### src/rtl/hb_pkg.sv
package hb_pkg;

    typedef enum logic [1:0] {
        SV_GRACE = 2'd0,
        SV_RUN   = 2'd1,
        SV_HOLD  = 2'd2
    } sv_state_e;

endpackage

### src/rtl/hb_sync_edge.sv
module hb_sync_edge #(
    parameter int unsigned STAGES = 2
) (
    input  logic clk_i,
    input  logic rst_ni,
    input  logic hb_i,
    output logic edge_o
);

    typedef struct packed {
        logic [STAGES-1:0] sync;
        logic              last;
    } sync_t;

    sync_t sync_d, sync_q;
    logic [STAGES:0] chain;

    assign chain[0] = hb_i;

    generate
        for (genvar g = 0; g < STAGES; g++) begin : g_chain
            assign chain[g+1] = sync_q.sync[g];
        end
    endgenerate

    always_comb begin
        sync_d      = sync_q;
        sync_d.sync = chain[STAGES-1:0];
        sync_d.last = sync_q.sync[STAGES-1];
        edge_o      = sync_q.sync[STAGES-1] ^ sync_q.last;
    end

    always_ff @(posedge clk_i or negedge rst_ni) begin
        if (!rst_ni) begin
            sync_q <= '0;
        end else begin
            sync_q <= sync_d;
        end
    end

endmodule

### src/rtl/hb_interval_mon.sv
module hb_interval_mon #(
    parameter int unsigned TIMEOUT_CYC   = 400,
    parameter int unsigned MIN_PULSE_CYC = 6
) (
    input  logic clk_i,
    input  logic rst_ni,
    input  logic en_i,
    input  logic edge_i,
    output logic fault_o
);

    localparam int unsigned CNT_W = $clog2(TIMEOUT_CYC + 1);
    localparam logic [CNT_W-1:0] TO_LIM  = CNT_W'(TIMEOUT_CYC - 1);
    localparam logic [CNT_W-1:0] MIN_LIM = CNT_W'(MIN_PULSE_CYC - 1);

    typedef struct packed {
        logic [CNT_W-1:0] cnt;
        logic             seen;
    } mon_t;

    mon_t mon_d, mon_q;
    logic timeout, glitch;

    always_comb begin
        mon_d   = mon_q;
        timeout = 1'b0;
        glitch  = 1'b0;
        if (!en_i) begin
            mon_d.cnt  = '0;
            mon_d.seen = 1'b0;
        end else if (edge_i) begin
            // interval in cycles is cnt + 1
            glitch     = mon_q.seen && (mon_q.cnt < MIN_LIM);
            mon_d.cnt  = '0;
            mon_d.seen = 1'b1;
        end else if (mon_q.cnt == TO_LIM) begin
            timeout = 1'b1;
        end else begin
            mon_d.cnt = mon_q.cnt + 1'b1;
        end
        fault_o = timeout | glitch;
    end

    always_ff @(posedge clk_i or negedge rst_ni) begin
        if (!rst_ni) begin
            mon_q <= '0;
        end else begin
            mon_q <= mon_d;
        end
    end

    AST_CNT_LIMIT: assert property (@(posedge clk_i) disable iff (!rst_ni)
        mon_q.cnt <= TO_LIM);

    AST_IDLE_CLEAR: assert property (@(posedge clk_i) disable iff (!rst_ni)
        !en_i |=> (mon_q.cnt == '0 && !mon_q.seen));

endmodule

### src/rtl/hb_rst_stretch.sv
module hb_rst_stretch
    import hb_pkg::*;
#(
    parameter int unsigned RST_CYC   = 50,
    parameter int unsigned GRACE_CYC = 80
) (
    input  logic clk_i,
    input  logic rst_ni,
    input  logic fault_i,
    output logic mon_en_o,
    output logic fault_o,
    output logic rst_n_o,
    output logic mute_n_o
);

    localparam int unsigned MAX_CYC = (RST_CYC > GRACE_CYC) ? RST_CYC : GRACE_CYC;
    localparam int unsigned TMR_W   = $clog2(MAX_CYC + 1);
    localparam logic [TMR_W-1:0] RS_LIM = TMR_W'(RST_CYC - 1);
    localparam logic [TMR_W-1:0] GR_LIM = TMR_W'(GRACE_CYC - 1);

    typedef struct packed {
        sv_state_e        st;
        logic [TMR_W-1:0] tmr;
        logic             flt;
    } stretch_t;

    stretch_t str_d, str_q;

    always_comb begin
        str_d = str_q;
        unique case (str_q.st)
            SV_GRACE: begin
                if (str_q.tmr == GR_LIM) begin
                    str_d.st  = SV_RUN;
                    str_d.tmr = '0;
                    str_d.flt = 1'b0;
                end else begin
                    str_d.tmr = str_q.tmr + 1'b1;
                end
            end
            SV_RUN: begin
                if (fault_i) begin
                    str_d.st  = SV_HOLD;
                    str_d.tmr = '0;
                    str_d.flt = 1'b1;
                end
            end
            SV_HOLD: begin
                if (str_q.tmr == RS_LIM) begin
                    str_d.st  = SV_GRACE;
                    str_d.tmr = '0;
                end else begin
                    str_d.tmr = str_q.tmr + 1'b1;
                end
            end
            default: begin
                str_d.st  = SV_GRACE;
                str_d.tmr = '0;
            end
        endcase
    end

    always_ff @(posedge clk_i or negedge rst_ni) begin
        if (!rst_ni) begin
            str_q.st  <= SV_GRACE;
            str_q.tmr <= '0;
            str_q.flt <= 1'b0;
        end else begin
            str_q <= str_d;
        end
    end

    assign mon_en_o = (str_q.st == SV_RUN);
    assign fault_o  = str_q.flt;
    assign rst_n_o  = (str_q.st != SV_HOLD);
    assign mute_n_o = (str_q.st == SV_RUN);

    AST_FAULT_STARTS_RST: assert property (@(posedge clk_i) disable iff (!rst_ni)
        (mon_en_o && fault_i) |=> !rst_n_o);

    AST_RST_MIN_WIDTH: assert property (@(posedge clk_i) disable iff (!rst_ni)
        (!rst_n_o && str_q.tmr != RS_LIM) |=> !rst_n_o);

    AST_MUTE_WITH_RST: assert property (@(posedge clk_i) disable iff (!rst_ni)
        !rst_n_o |-> (!mute_n_o && fault_o));

    AST_GRACE_LEN: assert property (@(posedge clk_i) disable iff (!rst_ni)
        (str_q.st == SV_GRACE && str_q.tmr != GR_LIM) |=> !mute_n_o);

    AST_HOLD_EXIT: assert property (@(posedge clk_i) disable iff (!rst_ni)
        (str_q.st == SV_HOLD) |=> (str_q.st == SV_HOLD || str_q.st == SV_GRACE));

endmodule

### src/rtl/hb_supervisor.sv
module hb_supervisor #(
    parameter int unsigned CLK_HZ        = 200_000_000,
    parameter int unsigned TIMEOUT_CYC   = CLK_HZ / 5,
    parameter int unsigned MIN_PULSE_CYC = (CLK_HZ / 10_000_000 > 1) ? CLK_HZ / 10_000_000 : 2,
    parameter int unsigned RST_CYC       = CLK_HZ / 1000,
    parameter int unsigned GRACE_CYC     = CLK_HZ / 100,
    parameter int unsigned SYNC_STAGES   = 2
) (
    input  logic clk_i,
    input  logic rst_ni,
    input  logic hb_i,
    output logic fault_o,
    output logic rst_n_o,
    output logic mute_n_o
);

    logic hb_edge;
    logic mon_fault;
    logic mon_en;

    hb_sync_edge #(
        .STAGES (SYNC_STAGES)
    ) u_sync (
        .clk_i  (clk_i),
        .rst_ni (rst_ni),
        .hb_i   (hb_i),
        .edge_o (hb_edge)
    );

    hb_interval_mon #(
        .TIMEOUT_CYC   (TIMEOUT_CYC),
        .MIN_PULSE_CYC (MIN_PULSE_CYC)
    ) u_mon (
        .clk_i   (clk_i),
        .rst_ni  (rst_ni),
        .en_i    (mon_en),
        .edge_i  (hb_edge),
        .fault_o (mon_fault)
    );

    hb_rst_stretch #(
        .RST_CYC   (RST_CYC),
        .GRACE_CYC (GRACE_CYC)
    ) u_stretch (
        .clk_i    (clk_i),
        .rst_ni   (rst_ni),
        .fault_i  (mon_fault),
        .mon_en_o (mon_en),
        .fault_o  (fault_o),
        .rst_n_o  (rst_n_o),
        .mute_n_o (mute_n_o)
    );

    AST_RESET_STATE: assert property (@(posedge clk_i)
        !rst_ni |-> (rst_n_o && !mute_n_o && !fault_o));

endmodule

### config.mk
export PLATFORM = sky130hd
export DESIGN_NAME = hb_supervisor
export DESIGN_NICKNAME = d
export VERILOG_FILES = /design/src/rtl/hb_pkg.sv /design/src/rtl/hb_sync_edge.sv /design/src/rtl/hb_interval_mon.sv /design/src/rtl/hb_rst_stretch.sv /design/src/rtl/hb_supervisor.sv
export SDC_FILE = /design/constraint.sdc
export NUM_CORES = 1
export LEC_CHECK = 0
export ABC_CLOCK_PERIOD_IN_PS = 2200
export BUFFER_PORTS_ARGS = -buffer_cell sky130_fd_sc_hd__buf_2
export CAP_MARGIN = 20
export CORE_UTILIZATION = 56
export CTS_CLUSTER_DIAMETER = 200
export DETAILED_ROUTE_END_ITERATION = 7
export PLACE_DENSITY = 0.73
export SYNTH_ARGS = -nofsm -noshare
export SYNTH_HDL_FRONTEND = slang
export SYNTH_SLANG_ARGS = --single-unit
### constraint.sdc
create_clock -name clk_i -period 2.2 [get_ports clk_i]
set_input_delay 0.33 -clock clk_i [delete_from_list [all_inputs] [get_ports clk_i]]
set_output_delay 0.33 -clock clk_i [all_outputs]
set_load 0.02 [all_outputs]
==> run metrics, run 1 <==
result of the run finished, final reports clean; Final period util 0.941; minimum clock period 2.07 ns; Synth Area in Compound Gates 0.140; cell count after synthesis 330; Final Hold Vio Count 0; setup total negative slack 0 ns; data required time at the worst endpoint 2.45 ns; total clock sinks 54; Core Region 5140 sq um; total power consumption of the routed design 1620 uW; Routed wire per std cell 16.0 um; number of top-level design ports 6; Pre-Repair DR Iteration Count 5; final weighted congestion in routability-driven placement 0.816; clock latency reported for the late side of the worst-skew pair 0.32 ns; Die ar. 5690 sq um; transition time of the tightest slew-check pin 0.603 ns; number of max-slew violations in the final report 0; layout overhead on the synthesized area 10.1%; CTS H-tree lvls 2; Diodes inserted 0; Critical Path Sink Type flip-flop; post-synthesis cell area 3020 sq um; Setup violations, final 0; share of the synthesized netlist area taken by xor and xnor gates 0.0551; number of warnings printed during yosys synthesis 0; post-detailed-routing wire length 6640 um; deepest clock path buffer count 2; Layout fillers 452; post-detail-place hpwl 4610 um; vias in the first global route 2262; crit path DAT 2.32 ns; PD cells 487 nW/um^2; maximum clock frequency 483 MHz; Horiz. Die Dim 75.4 um; maximum vdd drop 0.000294 V; most frequent standard cell in the layout excluding fill and tap cells sky130_fd_sc_hd__dfrtp_1; overflow left after global routing 0; initial standard-cell utilization of the core 0.588; area of the multi-input gates 1540 sq um; proportion of synthesized area in mux cells 0.00331; die boundary height 75.4 um; relative slew slack 0.598; number of nets in the final layout 350; number of instances resized during post-cts repair 0; commonest non-fill, non-tap cells in the layout 54 x sky130_fd_sc_hd__dfrtp_1, 35 x sky130_fd_sc_hd__nor2_1, 26 x sky130_fd_sc_hd__nand2_1; clock transition at the registers of the reported paths 0.10 ns; Placement Rows 26; nets in the synthesized netlist 335; critical path class reg2reg; average size of a mapped cell 9.15 sq um; clock buffers created by TritonCTS 5; Hold Path Class in2async; fraction of the yosys area taken by sequential cells 0.447; number of maximum-capacitance violations 0; initial antenna violation count 0; post-synthesis sequential element count 54; leakage power 0.00129 uW; cell at the root of the clock tree sky130_fd_sc_hd__clkbuf_8; setup clock skew after layout 0.0111 ns; post-CTS setup buffers 0; wire length of the first global-routing pass 10900 um; number of DRC markers in iteration 0 230; total routing resource utilization after global routing 0.257; via count normalized by instance count 6.13; Max FO, Critical Path 8; number of remaining DRC errors 0; setup repair after global routing missed its margin no; fraction of final layout cells with drive strength greater than 1 0.145; total of buffers placed on input and output ports 5; count of cell types in the netlist 52; sequential cell area 1350 sq um; fraction of the mapped netlist area in adder cells 0.00829; total via count after detailed routing 2550; dominant combinational cell family by area after synthesis simple AND/OR/NAND/NOR gates; residual antenna-violating net count after detailed routing 0; pin count of the biggest net entering global routing 27; simple-gate share of the synthesized area 0.295; Hold Buf Count CTS 0; CTS tree built; CP Launch Type flip-flop
[worst paths after layout]
path                                      from                  end  slack (ns)  depth (start not counted)
hold / removal                          rst_ni       u_mon.mon_q[7]       0.007                          1
setup / recovery           u_stretch.str_q[13]  u_stretch.str_q[22]        0.13                          6
min in group clk_i                        hb_i      u_sync.chain[1]        0.12                          1
max in group asynchronous               rst_ni   u_stretch.str_q[2]        1.56                          2
hold reg to reg                u_sync.chain[1]      u_sync.chain[2]        0.36                          0
setup reg to reg           u_stretch.str_q[13]  u_stretch.str_q[22]        0.13                          6
[state kept, by name (all words and copies together), names as in the netlist]
| register | count |
|---|---|
| u_stretch.str_q | 23 |
| u_stretch.fault_o | 1 |
| u_sync.chain | 2 |
| u_mon.mon_q | 27 |
| u_sync.sync_q | 1 |
[synthesized netlist by cell type, drive strengths merged]
master	n	area [sq um]
dfrtp	54	1350
nor2	35	131
nand2	27	104
inv	23	86.3
nand3	22	115
xnor2	17	149
nand4	16	115
o21ai	16	80.1
o221ai	13	120
nor3	11	75.1
a21oi	10	50.1
nor4	10	96.4
a31oi	7	43.8
buf	7	41.3
clkbuf	7	26.3
nand2b	6	45.0
and3	5	31.3
and4	5	43.8
or3	5	36.3
o211ai	4	30.0
or2	4	25.0
or4	4	33.8
o31ai	3	22.5
ha	2	25.0
nor4b	2	17.5
xor2	2	17.5
a2111oi	1	8.76
a211oi	1	7.51
a22oi	1	7.51
a41o	1	10.0
a41oi	1	8.76
mux2i	1	10.0
nand4b	1	8.76
nor2b	1	6.26
nor3b	1	7.51
o2111ai	1	8.76
o22ai	1	6.26
o31a	1	8.76
o32ai	1	8.76
[metal layers]
layer / vias to the layer above / wire (um) / track usage
li1: 1244 / - / -
met1: 1240 / 3340 / 0.394
met2: 61 / 2980 / 0.365
met3: 5 / 248 / 0.0516
met4: 0 / 72 / 0.0782
met5: - / 0 / 0
[final cells by class]
cell class / instances / area share
Inverter: 23 / 0.0260
Multi-Input combinational cell: 239 / 0.463
Tap cell: 70 / 0.0263
Sequential cell: 54 / 0.406
Clock buffer: 6 / 0.0248
Timing Repair Buffer: 22 / 0.0497
Clock inverter: 2 / 0.00376
[cells by family after synthesis]
kind of cell	after synthesis
adder cells (fa/ha/maj)	2
multiplexers	1
buffers and inverters	37
AO/OA/AOI/OAI	62
XOR/XNOR	19
flip-flops	54
AND/OR/NAND/NOR	155
[per-stage QoR]
stage	utilization	hold slack, ns	area [sq um]	instances	setup slack [ns]
after floorplan	-	0.0344	3020	330	0.243
after global placement	0.624	0.332	3210	408	0.193
after detailed placement	0.624	0.343	3210	408	0.119
after CTS	0.642	0.0264	3300	416	0.0642
after global routing	0.647	0.0553	3330	416	0.000946
final	0.647	0.00658	3330	416	0.129
[where the power goes]
| group | internal, uW | total (uW) | leakage, uW | switching [uW] |
|---|---|---|---|---|
| Clock | 254 | 598 | 0.0000472 | 344 |
| Sequential | 995 | 996 | 0.000733 | 1.32 |
| Combinational | 4.68 | 26.5 | 0.000509 | 21.9 |
[worst max-delay path: stages, from the launching register on]
cell and delay [ns]:
sky130_fd_sc_hd__dfrtp_1 0.43, sky130_fd_sc_hd__or4_1 0.53, sky130_fd_sc_hd__nor4_4 0.22, sky130_fd_sc_hd__nand4_1 0.25, sky130_fd_sc_hd__buf_4 0.24, sky130_fd_sc_hd__or2_0 0.20
sky130_fd_sc_hd__a21oi_1 0.14
No activity file was read; power rests on OpenSTA's default activity.
==> run 2, diff against run 1 <==
ABC_CLOCK_PERIOD_IN_PS = 2100   (was 2200)
clock period = 2.1 ns   (was 2.2 ns; I/O delays follow)
==> run 2 against run 1 <==
  * Worst setup slack got worse by 0.091 ns
  * Non-clock buffer count rose by 7
  * Utilization rose by 1.0 points
  * Die area did not move
  * First-iteration DRC count rose by 3.5%
  * Via count rose by 0.39%
  * Final area rose by 1.6%
  * Sequential share of layout area fell by 0.65 points
  * Count of clock-buffer cells in the layout did not move
  * Hold slack improved by 0.085 ns
  * Global-route usage fell by 0.86 points
  * Critical path depth rose by 1
  * Largest cell class unchanged
==> run metrics, run 2 (same netlist as run 1, synthesis figures left out) <==
Hold Buf Count CTS 0 (unchanged); result of the run finished, final reports clean (unchanged); Core Region 5140 sq um (unchanged); leakage power 0.00132 uW (was 0.00129 uW); share of total power in the clock network 0.352 (was 0.369); DP Worst Slack 0.0394 ns (was 0.119 ns); delay of the slowest cell on the worst path 0.55 ns (was 0.53 ns); PD cells 488 nW/um^2 (was 487 nW/um^2); deepest clock path buffer count 2 (unchanged); Diodes inserted 0 (unchanged); clock buffers created by TritonCTS 5 (unchanged); total clock sinks 54 (unchanged); number of top-level design ports 6 (unchanged); Placement Rows 26 (unchanged); Slowest cell on crit path sky130_fd_sc_hd__or4_4 (was sky130_fd_sc_hd__or4_1); flip-flop count of the largest register after layout 27 (unchanged); layout overhead on the synthesized area 11.9% (was 10.1%); Pre-Repair DR Iteration Count 5 (unchanged); Hold Path Class in2async (unchanged); total of buffers placed on input and output ports 5 (unchanged); most flop-heavy register u_mon.mon_q (unchanged); WP depth 7 (was 6); wire length of the first global-routing pass 10700 um (was 10900 um); number of max-slew violations in the final report 0 (unchanged); relative slew slack 0.542 (was 0.598); maximum clock frequency 485 MHz (was 483 MHz); critical path class reg2reg (unchanged); Routed wire per std cell 15.2 um (was 16.0 um); CTS H-tree lvls 2 (unchanged); internal power 1280 uW (was 1250 uW); final weighted congestion in routability-driven placement 0.874 (was 0.816); number of remaining DRC errors 0 (unchanged); Setup violations, final 0 (unchanged); CTS tree built (unchanged); pin count of the biggest net entering global routing 55 (was 27); worst path cell trace or4_4 > nor4_4 > buf_4 > a41oi_2 > buf_6 > a31oi_1 > a31oi_1 (was or4_1 > nor4_4 > nand4_1 > buf_4 > or2_0 > a21oi_1); number of nets in the final layout 357 (was 350); setup clock skew after layout 0.00937 ns (was 0.0111 ns); transition time of the tightest slew-check pin 0.687 ns (was 0.603 ns); via count normalized by instance count 6.05 (was 6.13); clock transition at the registers of the reported paths 0.10 ns (about the same); total via count after detailed routing 2560 (was 2550); sequential share of power 0.632 (was 0.615); CP delay by family, top simple AND/OR/NAND/NOR gates (unchanged); depth of the worst register-to-register path 7 (was 6); Critical Path Sink Type flip-flop (unchanged); count of buffer and inverter cells on the critical path 2 (was 1); die boundary height 75.4 um (unchanged); Die ar. 5690 sq um (unchanged); Horiz. Die Dim 75.4 um (unchanged); clock latency reported for the late side of the worst-skew pair 0.31 ns (was 0.32 ns); crit path DAT 2.25 ns (was 2.32 ns); switching fraction of total power 0.223 (was 0.227); Final period util 0.982 (was 0.941); vias in the first global route 2251 (was 2262); most frequent standard cell in the layout excluding fill and tap cells sky130_fd_sc_hd__dfrtp_1 (unchanged); Final Hold Vio Count 0 (unchanged); initial standard-cell utilization of the core 0.588 (unchanged); Psw 368 uW (was 367 uW); data required time at the worst endpoint 2.29 ns (was 2.45 ns); cell at the root of the clock tree sky130_fd_sc_hd__clkbuf_8 (unchanged); commonest non-fill, non-tap cells in the layout 54 x sky130_fd_sc_hd__dfrtp_1, 35 x sky130_fd_sc_hd__nor2_1, 26 x sky130_fd_sc_hd__nand2_1 (unchanged); number of DRC markers in iteration 0 238 (was 230); CP Launch Type flip-flop (unchanged); post-detailed-routing wire length 6420 um (was 6640 um); maximum vdd drop 0.000375 V (was 0.000294 V); fraction of final layout cells with drive strength greater than 1 0.164 (was 0.145); post-detail-place hpwl 4400 um (was 4610 um); residual antenna-violating net count after detailed routing 0 (unchanged); Top cell by count, worst path sky130_fd_sc_hd__a31oi_1; final worst-path setup slack 0.0377 ns (was 0.129 ns); logic gate share of total power 0.016 (about the same); total routing resource utilization after global routing 0.248 (was 0.257); number of maximum-capacitance violations 0 (unchanged); initial antenna violation count 0 (unchanged); Max FO, Critical Path 12 (was 8); final non-filler cell total 423 (was 416); overflow left after global routing 0 (unchanged); minimum clock period 2.06 ns (was 2.07 ns); Cell Count Post-Placement 414 (was 408)
## run 2: worst paths after layout
path,slack [ns],start,end
worst min-delay path,0.09,rst_ni,u_mon.mon_q[4]
min in group clk_i,0.10,hb_i,u_sync.chain[1]
max in group asynchronous,1.52,rst_ni,u_mon.mon_q[19]
worst max register to register,0.04,u_stretch.str_q[8],u_stretch.str_q[10]
worst min register to register,0.37,u_sync.chain[1],u_sync.chain[2]
worst max-delay path,0.04,u_stretch.str_q[8],u_stretch.str_q[10]
## run 2: what timing repair did
action	CTS	global route
resized for setup	2	6
hold endpoints to repair	0	0
buffers inserted	0	1
endpoints found under the setup margin	1	23
pin swaps	0	3
gates cloned	0	0
## run 2: final cells by class
| class | count | area [sq um] |
|---|---|---|
| fillers | 428 | 1760 |
| multi-input cells | 239 | 1540 |
| flip-flops and latches | 54 | 1350 |
| repair buffers | 29 | 225 |
| well taps | 70 | 87.6 |
| inverters | 23 | 86.3 |
| clock buffers | 6 | 72.6 |
| clock inverters | 2 | 13.8 |
## run 2: stage by stage
stage               utilization  power, uW  hold slack, ns   TNS, ns  area [sq um]
global route              0.657       1710          0.0841  -0.00854          3380
finish                    0.657       1650          0.0912         0          3380
detailed placement        0.632       1090           0.346         0          3250
floorplan                     -       1070          0.0194         0          3020
CTS                       0.652       1670          0.0883         0          3350
global placement          0.632       1090           0.333         0          3250
## run 2: power by group through the flow
stage                     Clock, uW  Sequential (uW)  Combinational (uW)
after floorplan                   0             1060                2.82
after global placement            0             1060                27.0
after detailed placement          0             1060                27.4
after CTS                       604             1040                27.4
after global routing            633             1040                31.6
final                           581             1040                25.8
## run 2: routing by layer
metal / global-route usage / up-vias / part of all wire
met4: 0.0802 / 0 / 0.013
met3: 0.0437 / 5 / 0.044
li1: - / 1250 / -
met1: 0.376 / 1231 / 0.51
met2: 0.360 / 74 / 0.43
met5: 0 / - / 0
